--- config.mk ---
export PLATFORM = sky130hd
export DESIGN_NAME = ebus_seq
export DESIGN_NICKNAME = d
export VERILOG_FILES = /design/src/rtl/ebus_pkg.sv /design/src/rtl/ebus_sync.sv /design/src/rtl/ebus_cfg_mux.sv /design/src/rtl/ebus_seq.sv
export SDC_FILE = /design/constraint.sdc
export NUM_CORES = 1
export LEC_CHECK = 0
export BUFFER_PORTS_ARGS = -buffer_cell sky130_fd_sc_hd__buf_2
export CAP_MARGIN = 5
export CORE_AREA = 2 2 112 114
export CTS_CLUSTER_DIAMETER = 50
export DETAILED_ROUTE_END_ITERATION = 10
export DIE_AREA = 0 0 114 116
export PLACE_DENSITY_LB_ADDON = 0.3
export SKIP_CTS_REPAIR_TIMING = 1
export SYNTH_ARGS = -nofsm -noshare
export SYNTH_HDL_FRONTEND = slang
export SYNTH_SLANG_ARGS = --single-unit
--- constraint.sdc ---
create_clock -name clk -period 2.8 [get_ports clk]
set_input_delay 0.56 -clock clk [delete_from_list [all_inputs] [get_ports clk]]
set_output_delay 0.56 -clock clk [all_outputs]
set_load 0.01 [all_outputs]
--- src/rtl/ebus_pkg.sv ---
package ebus_pkg;
  typedef enum logic [2:0] {
    PH_IDLE,
    PH_ADDR,
    PH_SETUP,
    PH_STRB,
    PH_HOLD,
    PH_RECOV
  } phase_e;

  localparam int PHASES = 5;
  localparam int CW     = 4;
  localparam int CFG_W  = PHASES * CW;

  localparam int F_ADDR  = 0;
  localparam int F_SETUP = 1;
  localparam int F_STRB  = 2;
  localparam int F_HOLD  = 3;
  localparam int F_RECOV = 4;
endpackage

--- src/rtl/ebus_sync.sv ---
module ebus_sync #(
  parameter int           W   = 1,
  parameter logic [W-1:0] RST = '0
) (
  input  logic         clk,
  input  logic         rst_n,
  input  logic [W-1:0] d,
  output logic [W-1:0] q
);
  logic [W-1:0] stg1;

  always_ff @(posedge clk or negedge rst_n) begin
    if (!rst_n) begin
      stg1 <= RST;
      q    <= RST;
    end else begin
      stg1 <= d;
      q    <= stg1;
    end
  end
endmodule

--- src/rtl/ebus_cfg_mux.sv ---
module ebus_cfg_mux
  import ebus_pkg::*;
#(
  parameter int NCS = 8,
  localparam int CSW = $clog2(NCS)
) (
  input  logic [NCS*CFG_W-1:0]      cfg_flat,
  input  logic [CSW-1:0]            sel,
  output logic [PHASES-1:0][CW-1:0] len_o
);
  logic [CFG_W-1:0] tbl [NCS];

  for (genvar g = 0; g < NCS; g++) begin : g_unpack
    assign tbl[g] = cfg_flat[g*CFG_W +: CFG_W];
  end

  assign len_o = tbl[sel];
endmodule

--- src/rtl/ebus_seq.sv ---
module ebus_seq
  import ebus_pkg::*;
#(
  parameter int NCS   = 8,
  parameter int NHOST = 4,
  parameter int AW    = 16,
  parameter int DW    = 16,
  localparam int CSW   = $clog2(NCS),
  localparam int HBASE = NCS - NHOST
) (
  input  logic                 clk,
  input  logic                 rst_n,
  input  logic [NCS*CFG_W-1:0] cfg_timing,
  input  logic [NHOST-1:0]     cfg_host,
  input  logic                 cfg_rdy_pol,
  input  logic                 req_valid,
  output logic                 req_ready,
  input  logic [CSW-1:0]       req_cs,
  input  logic                 req_write,
  input  logic [AW-1:0]        req_addr,
  input  logic [DW-1:0]        req_wdata,
  output logic                 rsp_valid,
  output logic [DW-1:0]        rsp_rdata,
  output logic [NCS-1:0]       ext_cs_n,
  output logic                 ext_rd_n,
  output logic                 ext_wr_n,
  output logic [AW-1:0]        ext_addr,
  output logic [DW-1:0]        ext_wdata,
  input  logic [DW-1:0]        ext_rdata,
  input  logic                 ext_wait_n,
  input  logic [NHOST-1:0]     ext_rdy
);
  phase_e                    ph_q;
  logic [CW-1:0]             cnt_q;
  logic                      seen_q;
  logic [CSW-1:0]            cs_q;
  logic                      wr_q;
  logic [AW-1:0]             addr_q;
  logic [DW-1:0]             wdata_q;
  logic [DW-1:0]             rdata_q;
  logic                      ack_q;
  logic                      wait_s;
  logic [NHOST-1:0]          rdy_s;
  logic [CSW-1:0]            cfg_sel;
  logic [PHASES-1:0][CW-1:0] len;
  logic                      is_host;
  logic                      rdy_act;
  logic                      stall;
  logic                      strb_done;

  ebus_sync #(.W(1), .RST(1'b1)) u_wait_sync (
    .clk(clk), .rst_n(rst_n), .d(ext_wait_n), .q(wait_s)
  );

  ebus_sync #(.W(NHOST), .RST('0)) u_rdy_sync (
    .clk(clk), .rst_n(rst_n), .d(ext_rdy), .q(rdy_s)
  );

  assign cfg_sel = (ph_q == PH_IDLE) ? req_cs : cs_q;

  ebus_cfg_mux #(.NCS(NCS)) u_cfg_mux (
    .cfg_flat(cfg_timing), .sel(cfg_sel), .len_o(len)
  );

  // host-port lookup for the latched chip select
  always_comb begin
    is_host = 1'b0;
    rdy_act = 1'b0;
    for (int k = 0; k < NHOST; k++) begin
      if (cs_q == CSW'(HBASE + k)) begin
        is_host = cfg_host[k];
        rdy_act = (rdy_s[k] == cfg_rdy_pol);
      end
    end
  end

  assign stall     = is_host ? !rdy_act : (!wr_q && !wait_s);
  assign strb_done = !stall && ((cnt_q == '0) || seen_q);

  always_ff @(posedge clk or negedge rst_n) begin
    if (!rst_n) begin
      ph_q    <= PH_IDLE;
      cnt_q   <= '0;
      seen_q  <= 1'b0;
      cs_q    <= '0;
      wr_q    <= 1'b0;
      addr_q  <= '0;
      wdata_q <= '0;
      rdata_q <= '0;
      ack_q   <= 1'b0;
    end else begin
      ack_q <= 1'b0;
      unique case (ph_q)
        PH_IDLE: if (req_valid) begin
          cs_q    <= req_cs;
          wr_q    <= req_write;
          addr_q  <= req_addr;
          wdata_q <= req_wdata;
          cnt_q   <= len[F_ADDR];
          ph_q    <= PH_ADDR;
        end
        PH_ADDR: if (cnt_q == '0) begin
          cnt_q <= len[F_SETUP];
          ph_q  <= PH_SETUP;
        end else cnt_q <= cnt_q - 1'b1;
        PH_SETUP: if (cnt_q == '0) begin
          cnt_q  <= len[F_STRB];
          seen_q <= 1'b0;
          ph_q   <= PH_STRB;
        end else cnt_q <= cnt_q - 1'b1;
        PH_STRB: if (strb_done) begin
          cnt_q <= len[F_HOLD];
          ph_q  <= PH_HOLD;
          if (!wr_q) rdata_q <= ext_rdata;
        end else begin
          if (cnt_q != '0) cnt_q <= cnt_q - 1'b1;
          if (stall) seen_q <= 1'b1;
        end
        PH_HOLD: if (cnt_q == '0) begin
          cnt_q <= len[F_RECOV];
          ph_q  <= PH_RECOV;
        end else cnt_q <= cnt_q - 1'b1;
        PH_RECOV: if (cnt_q == '0) begin
          ack_q <= 1'b1;
          ph_q  <= PH_IDLE;
        end else cnt_q <= cnt_q - 1'b1;
        default: ph_q <= PH_IDLE;
      endcase
    end
  end

  logic cs_on;
  assign cs_on = (ph_q == PH_ADDR) || (ph_q == PH_SETUP) ||
                 (ph_q == PH_STRB) || (ph_q == PH_HOLD);

  for (genvar c = 0; c < NCS; c++) begin : g_cs
    assign ext_cs_n[c] = !(cs_on && (cs_q == CSW'(c)));
  end

  assign ext_rd_n  = !((ph_q == PH_STRB) && !wr_q);
  assign ext_wr_n  = !((ph_q == PH_STRB) && wr_q);
  assign ext_addr  = addr_q;
  assign ext_wdata = wdata_q;
  assign req_ready = (ph_q == PH_IDLE);
  assign rsp_valid = ack_q;
  assign rsp_rdata = rdata_q;
endmodule

Word level (Yosys, flattened, before mapping)
Index checks and enable logic that the tools add are counted.

$add $sub $neg: 1. Order comparisons: 1. Eq/ne operators: 26. Muxes and demuxes: 34. Bitwise operators: 2. Reductions and logical operators: 41.

Operators by type and width (number): $bmux W20 S3 (1); $mux W20 (2); $mux W4 (7); $pmux W4 S6 (1); $mux W3 (7); $eq A3 B3 Y1 const B (6); $ne A2 B2 Y1 const B (9); $pmux W3 S6 (1); $logic_not A1 Y1 (14); $mux W1 (14); $eq A3 B2 Y1 const B (4); $logic_and A1 B1 Y1 (12); $reduce_and A4 Y1 (2); $eq A3 B1 Y1 const B (2); $logic_not A3 Y1 (2); $reduce_and A6 Y1 (1); $reduce_bool A6 Y1 (1); $eq A1 B1 Y1 (4); $ge A4 B4 Y1 const B (1); $logic_not A4 Y1 (1); $logic_or A1 B1 Y1 (4); $not A3 Y4 (1); $reduce_bool A4 Y1 (1); $sub A4 B1 Y4 const B (1); 6 further kinds (6).

Bits in registers: 71. Input bits: 225.

Logic depth before layout (Yosys ltp)
Gate-level depths: netlist (run 1).

Word-level depth: 11. Gate-level depth with buffers: 11. Depth with buffers taken out: 9.

Modules after synthesis
From an unflattened synthesis (run 1), not the netlist that was laid out.

Cells, all modules: 343. Area total of the unflattened synthesis: 4745.8 µm².

Modules (own cells, without submodules): ebus_seq (times used 1, cells an instance 262, area an instance 3144.3 µm², sequential area each 1526.5 µm²); ebus_cfg_mux (times used 1, cells an instance 71, area an instance 1348.8 µm², sequential area each 0.0 µm²); ebus_sync at u_rdy_sync (times used 1, cells an instance 8, area an instance 200.2 µm², sequential area each 200.2 µm²); ebus_sync at u_wait_sync (times used 1, cells an instance 2, area an instance 52.6 µm², sequential area each 52.6 µm²).

Worst setup path after synthesis (run 1)
No wires, ideal clock.

Path type: reg-to-reg. Start point: reg ph_q[1]. End point: reg cnt_q[1]. Setup time: 0.126 ns. Arrival time: 2.433 ns. Required time: 2.674 ns. Slack: 0.241 ns. Stages on the path, launching flop included: 11. Path buffers: 3. Clock period less this slack: 2.559 ns. Cells stage by stage: dfrtp_1 > buf_6 > or3_4 > inv_4 > mux2i_1 > buf_2 > buf_1 > a31oi_1 > a22oi_1 > o211ai_1 > o32a_1.

Word-level cells in the longest chain between the ends: 8. Elaborated cells between the ends (all ways): 22. Classes of those cells: eq/ne: 8; mux: 10; bitwise: 1; reduce/logical: 3.

Ends and longest elaborated chain: start: declaration (RTL line ebus_seq.sv:33) `phase_e ph_q;`; start signal: assignment (RTL line ebus_seq.sv:82) `ph_q <= PH_IDLE;`; start signal: assignment (RTL line ebus_seq.sv:100) `ph_q <= PH_ADDR;`; start signal: assignment (RTL line ebus_seq.sv:104) `ph_q <= PH_SETUP;`; $logic_not A3 Y1 (*); named net req_ready (RTL line ebus_seq.sv:17) `output logic req_ready,`; $mux W3 (RTL line ebus_seq.sv:59) `assign cfg_sel = (ph_q == PH_IDLE) ? req_cs : cs_q;`; $not A3 Y4 (not written as such) (RTL line ebus_cfg_mux.sv:17) `assign len_o = tbl[sel];`; $bmux W20 S3 (RTL line ebus_cfg_mux.sv:17); $mux W20 (not written as such) (2 in series) (RTL line ebus_cfg_mux.sv:17); $mux W4, on equally long branches; $pmux W4 S6 (RTL line ebus_seq.sv:93) `unique case (ph_q)`; end signal: assignment (RTL line ebus_seq.sv:99) `cnt_q <= len[F_ADDR];`; end signal: assignment (RTL line ebus_seq.sv:120) `cnt_q <= len[F_RECOV];`; end signal: assignment (RTL line ebus_seq.sv:122) `end else cnt_q <= cnt_q - 1'b1;`; end: declaration (RTL line ebus_seq.sv:34) `logic [CW-1:0] cnt_q;`.

Mark *: on every way through the listed nets, which the timed path passes. The rest lies on a longest branch. The select of a mux whose other input is x is not followed. A chain may end at the register's enable or synchronous reset.

Final worst setup path (run 1)
Start point: reg ph_q[2]. End point: reg cnt_q[1].

Word-level cells in the longest chain between the ends: 8. Elaborated cells between the ends (all ways): 22. Classes of those cells: eq/ne: 8; mux: 10; bitwise: 1; reduce/logical: 3.

Ends and longest elaborated chain (RTL line): $logic_not A3 Y1 (ebus_seq.sv:59, ebus_seq.sv:93); $mux W3 (ebus_seq.sv:59); $not A3 Y4 (not written as such) (ebus_cfg_mux.sv:17); $bmux W20 S3 (ebus_cfg_mux.sv:17); $mux W20 (not written as such) (2 in series) (ebus_cfg_mux.sv:17); $mux W4, on equally long branches; $pmux W4 S6 (ebus_seq.sv:93).

Parallel ways exist; a longest one is shown, timed or not. The select of a mux whose other input is x is not followed.

==> summary.txt, run 1 <==
Synth
  – Dominant cell type by area after synthesis: dfrtp_1
  – Synth top area cells: dfrtp_1 38%, mux2_2 14%, nand2_1 12%, nand3_1 4.7%, mux2i_1 2.6%
  – Primary FF master, synth: dfrtp_1
  – Avg Inst Size Synth: 8.62 µm²
  – Post-synth top area share: 37.6%
  – EDFF count, synth: 0
  – Synth top cells by count: 152 x nand2_1, 69 x dfrtp_1, 56 x mux2_2, 43 x nand3_1, 22 x a21oi_1
  – Synth warnings: 0
  – Sequential share of the synthesized area: 38.7%
  – Netlist cell types: 58
  – Yosys reg bits: 71
  – Post-Syn Instances: 533
  – Post-Syn Nets: 760
  – Mapped Area: 0.00459 mm²
  – Async S/R FF share, synth: 100%
  – Most frequent cell after synthesis: nand2_1

Drt
  – Drt via density: 5.45
  – Post-DRT Antenna Nets: 0
  – Via count: 5,273
  – DR WL/cell: 17.7 µm
  – DRT Pass-1 Iters: 5
  – Routed Wire Length: 17,100 µm
  – DR iter-0 viols: 400
  – DR DRC count: 0

Worst setup path
  – Internal reg-to-reg setup slack: 0.14 ns
  – CP required: 3.01 ns
  – Worst Setup Path Type: reg -> reg
  – Worst-path maximum fanout: 39
  – Worst Path Arrival: 2.87 ns
  – RR Endpoint: cnt_q[1]
  – Crit-path cells: buf_4 > or4b_4 > and2_2 > buf_12 > a21oi_1 > a221oi_1 > nor3_2 > o211ai_1 > o32a_1
  – CP peak stage delay: 0.58 ns
  – Timing endpoint of the critical path: cnt_q[1]
  – RR Startpoint: ph_q[2]
  – Worst Setup SP: ph_q[2]
  – Path depth of the worst reg2reg path: 9
  – CP endpoint kind: flop
  – Type of origin of the critical path: flop
  – CP max-delay cell: or4b_4

CTS
  – Clk slew on worst S/H paths: 0.06 ns
  – H-tree level count: 3
  – Num CTS Buffers: 9
  – Later-pin clock latency in the skew report: 0.32 ns
  – CTS tree: built
  – Maximum clock insertion buffer count: 2
  – Root Driver: clkbuf_16
  – # clock sinks: 71

Pwr
  – PwrDens: 1200 mW/mm²
  – Clk pwr share: 15.0%
  – Sw Pwr: 3.48 mW
  – Comb power frac: 63.1%
  – Leakage: 3.28 nW
  – Switching Share: 43.9%
  – IR drop worst, VDD: 0.000615 V
  – Seq pwr share: 21.9%
  – Internal: 4.44 mW

Floorplan
  – Initial core utilization: 38.6%
  – Site row count: 40
  – Core Area: 0.0119 mm²
  – Num ports: 285
  – Die area: 0.0132 mm²
  – Die Ht: 116 µm
  – Chip width: 114 µm

Timing
  – Rel. slew slack: 51.6%
  – Fmax: 0.376 GHz
  – Max-slew violation count: 0
  – Final setup violation count: 0
  – RSZ-0062 raised after global routing: no
  – Min Clock Period, post-route: 2.66 ns
  – Final Worst Setup Slack: 0.137 ns
  – Worst-Margin Slew: 0.727 ns
  – Final Hold Viols: 0
  – Period utilization: 95.1%
  – Worst Clk Skew: 0.00551 ns

Layout
  – Share of cells above drive strength 1: 48.9%
  – Register area: 0.00178 mm²
  – Multi-input logic area: 0.00265 mm²
  – Area grow syn2layout: 44.2%
  – Post-Route Utilization: 55.6%
  – Fin area: 0.00662 mm²
  – Fillers: 1,113
  – Final #Nets: 1,043
  – Antenna fix cells: 0

Global route
  – Largest net degree at the start of global routing: 42
  – GRT Total Usage: 25.3%
  – Total grt overflow: 0
  – First-pass GRT wire length: 26,100 µm
  – Vias in the first global route: 5,286
  – Antenna violations before repair: 1

Placed design
  – Placed cell area: 0.00628 mm²
  – Dpl hpwl: 13,800 µm
  – Global placer's final weighted congestion: 1.04
  – Port bufs: 284
  – Setup slack at placement: -0.0648 ns

Status
  – Run status: complete, no violations

Min path
  – Hold crit path type: in -> async

Flow run
  – Max_cap viols: 0
[worst min-delay path by stage]
stage | startpoint | end | slack [ns] | depth (start not counted)
3_5_place_dp | u_rdy_sync.stg1[1] | u_rdy_sync.q[1] | 0.34 | 0
6_report | rst_n | ext_wdata[1] | 0.29 | 1
3_3_place_gp | u_rdy_sync.stg1[2] | u_rdy_sync.q[2] | 0.33 | 0
5_1_grt | ext_wait_n | u_wait_sync.stg1 | 0.32 | 1
4_1_cts | rst_n | ext_wdata[1] | 0.31 | 1
2_1_floorplan | rst_n | cnt_q[0] | 0.26 | 0
[cell usage in the layout (no fill, tap or decap), types with 4 or more instances in the layout]
cell type  instances
buf_2            284
nand2_1          151
dfrtp_1           69
mux2_2            55
nand3_1           43
a21oi_1           21
buf_4             19
nor2_1            18
a31oi_1           16
mux2i_1           11
a211oi_1          11
clkbuf_16          9
nand4_1            7
nor2b_1            6
buf_12             6
and3_1             5
a221oi_1           5
o21ai_0            4
nor3_1             4
a22oi_1            4
a32oi_1            4
[layout make-up]
class	instances	share of cell area [%]
Clock buffer	10	3.46
Multi-Input combinational cell	421	40.0
Timing Repair Buffer	309	25.4
Inverter	4	0.264
Sequential cell	71	26.9
Tap cell	147	2.78
Clock inverter	5	1.27
[sequential cells by signal, summed over array words and instances, names as in the netlist, 3 cells and up]
register	count
cnt_q	4
cs_q	3
ext_addr	16
ext_wdata	16
ph_q	3
rsp_rdata	16
u_rdy_sync.q	4
u_rdy_sync.stg1	4
[layer usage]
layer	vias to the layer above	global-route usage, %	wire (µm)	share of wire, %
met5	-	0	13	0.076
met4	2	10.4	533	3.1
met3	36	7.69	1620	9.5
met2	286	44.1	8460	49
met1	2467	29.1	6490	38
li1	2482	-	-	-
[logic make-up (layout without fill, tap and decap cells)]
logic type	count (synthesis)	after routing	share of synthesized area, %
AND/OR/NAND/NOR	255	255	24.7
XOR/XNOR	2	2	0.381
adder cells (fa/ha/maj)	2	2	0.545
AO/OA/AOI/OAI	93	93	14.3
flip-flops	71	71	38.7
multiplexers	69	69	16.6
buffers and inverters	41	328	4.66
[power by group through the flow]
stage	Combinational, mW	Sequential, mW	Clock, mW
after floorplan	3.08	1.86	0
after global placement	4.84	1.73	0
after detailed placement	4.92	1.73	0
after CTS	4.94	1.73	1.22
after global routing	5.44	1.79	1.27
final	5.00	1.73	1.19
[stage by stage]
stage / TNS, ns / cells / power, mW / hold slack [ns]
after CTS: 0 / 967 / 7.89 / 0.306
after floorplan: 0 / 533 / 4.94 / 0.264
after detailed placement: -0.139 / 952 / 6.66 / 0.336
after global placement: 0 / 952 / 6.57 / 0.331
final: 0 / 967 / 7.92 / 0.292
after global routing: 0 / 967 / 8.50 / 0.318
[critical path: cells and delay by family, from the launching register on]
kind,cells,cell delay (ns)
flip-flops,1,0.37
AND/OR/NAND/NOR,3,1.00
buffers and inverters,2,0.36
AO/OA/AOI/OAI,4,0.79
Note: power is estimated with default switching activity, not from simulation.
==> inputs of run 2 (changes only) <==
- MAX_ROUTING_LAYER: unset -> met4
==> summary.txt, run 2 (synthesis results as in run 1) <==
Status
  – Run status: complete, no violations

CTS
  – Num CTS Buffers: 9
  – # clock sinks: 71
  – Root Driver: clkbuf_16
  – Clk slew on worst S/H paths: 0.06 ns
  – CTS tree: built
  – H-tree level count: 3
  – Maximum clock insertion buffer count: 2
  – Later-pin clock latency in the skew report: 0.33 ns

Worst setup path
  – Worst Setup Path Type: reg -> reg
  – CP peak stage delay: 0.59 ns
  – Type of origin of the critical path: flop
  – RR Startpoint: ph_q[2]
  – Worst-path maximum fanout: 33
  – CP endpoint kind: flop
  – RR Endpoint: cnt_q[2]
  – Path depth of the worst reg2reg path: 9
  – Worst Path Arrival: 2.89 ns
  – Crit-path cells: buf_4 > or4b_4 > and2_2 > buf_12 > nand2_1 > and3_1 > a31oi_1 > a211o_1 > o41a_1
  – CP max-delay cell: or4b_4
  – CP required: 3.00 ns
  – Internal reg-to-reg setup slack: 0.12 ns

Timing
  – Period utilization: 95.8%
  – Min Clock Period, post-route: 2.68 ns
  – Worst Clk Skew: 0.00482 ns
  – Final setup violation count: 0
  – Fin Setup TNS: 0 ns
  – Max-slew violation count: 0
  – RSZ-0062 raised after global routing: no
  – Fmax: 0.373 GHz
  – Final Hold Viols: 0
  – Worst-Margin Slew: 0.738 ns
  – Rel. slew slack: 50.8%

Layout
  – Most frequent cells in the layout: 284 x buf_2, 151 x nand2_1, 69 x dfrtp_1
  – Fillers: 1,105
  – Fin area: 0.00658 mm²
  – Share of cells above drive strength 1: 49.1%
  – Commonest non-fill, non-tap cell in the layout: buf_2
  – Final #Nets: 1,044
  – Fin cells: 969
  – Multi-input logic area: 0.00265 mm²
  – Area grow syn2layout: 43.2%
  – Register area: 0.00178 mm²

Drt
  – DRT Pass-1 Iters: 6
  – DR WL/cell: 17.8 µm
  – Drt via density: 5.37
  – Post-DRT Antenna Nets: 0
  – DR iter-0 viols: 562
  – DR DRC count: 0
  – Routed Wire Length: 17,200 µm
  – Via count: 5,205

Placed design
  – Cells after DPL: 953
  – Dpl hpwl: 13,800 µm
  – Global placer's final weighted congestion: 0.988
  – Port bufs: 284
  – Placed cell area: 0.00628 mm²

Pwr
  – IR drop worst, VDD: 0.000578 V
  – PwrDens: 1180 mW/mm²
  – Leakage: 3.26 nW

Floorplan
  – Num ports: 285
  – Site row count: 40
  – Initial core utilization: 38.6%
  – Chip width: 114 µm
  – Die area: 0.0132 mm²
  – Die Ht: 116 µm
  – Core Area: 0.0119 mm²

Global route
  – Largest net degree at the start of global routing: 50
  – First-pass GRT wire length: 25,700 µm
  – Antenna violations before repair: 1
  – Vias in the first global route: 5,167
  – Total grt overflow: 0
  – GRT Total Usage: 26.2%

Flow run
  – Max_cap viols: 0

Min path
  – Hold crit path type: in -> async
run 2: through the flow:
stage          worst slack, ns  util, %  total power, mW  hold slack, ns
2_1_floorplan            0.241        -             4.94           0.264
3_3_place_gp             0.101     52.7             6.56           0.333
3_5_place_dp            0.0479     52.7             6.63           0.335
4_1_cts                 0.0949     55.0             7.72           0.308
5_1_grt                 0.0108     55.2             8.34           0.312
6_report                 0.117     55.3             7.75           0.288
run 2: worst max path at each step:
stage	slack, ns	from	endpoint	cells after the start
after detailed placement	0.05	cfg_rdy_pol	cnt_q[1]	9
after CTS	0.09	cs_q[0]	rsp_rdata[15]	6
after global routing	0.01	ph_q[2]	cnt_q[3]	9
after floorplan	0.24	ph_q[1]	cnt_q[1]	10
after global placement	0.10	cfg_rdy_pol	cnt_q[0]	8
final	0.12	ph_q[2]	cnt_q[2]	9
run 2: routing by layer:
| layer | vias up | share of wire [%] | GRT usage (%) |
|---|---|---|---|
| li1 | 2485 | - | - |
| met1 | 2393 | 41 | 31.2 |
| met2 | 289 | 48 | 42.7 |
| met3 | 38 | 7.8 | 5.13 |
| met4 | 0 | 3.4 | 12.4 |
| met5 | - | 0 | - |
run 2: cell type report:
class	count	share of cell area, %
antenna	1	0.0380
clock buffer	10	3.63
clock inverter	5	0.513
inverter	4	0.266
multi-input combinational	421	40.2
sequential	71	27.0
tap	147	2.79
timing repair buffer	310	25.5
run 2: critical path: cells and delay by family, from the launching register on:
kind / cells / cell delay (ns)
DFF: 1 / 0.38
and+or+nand+nor: 4 / 1.02
AOI/OAI and AO/OA: 3 / 0.79
buffers and inverters: 2 / 0.37
run 2: where the power goes:
group / leakage (nW) / switching, mW / internal (mW) / total (mW)
registers: 0.849 / 0.260 / 1.47 / 1.73
clock network: 0.131 / 0.421 / 0.617 / 1.04
logic: 2.28 / 2.82 / 2.17 / 4.98
total: 3.26 / 3.50 / 4.25 / 7.75
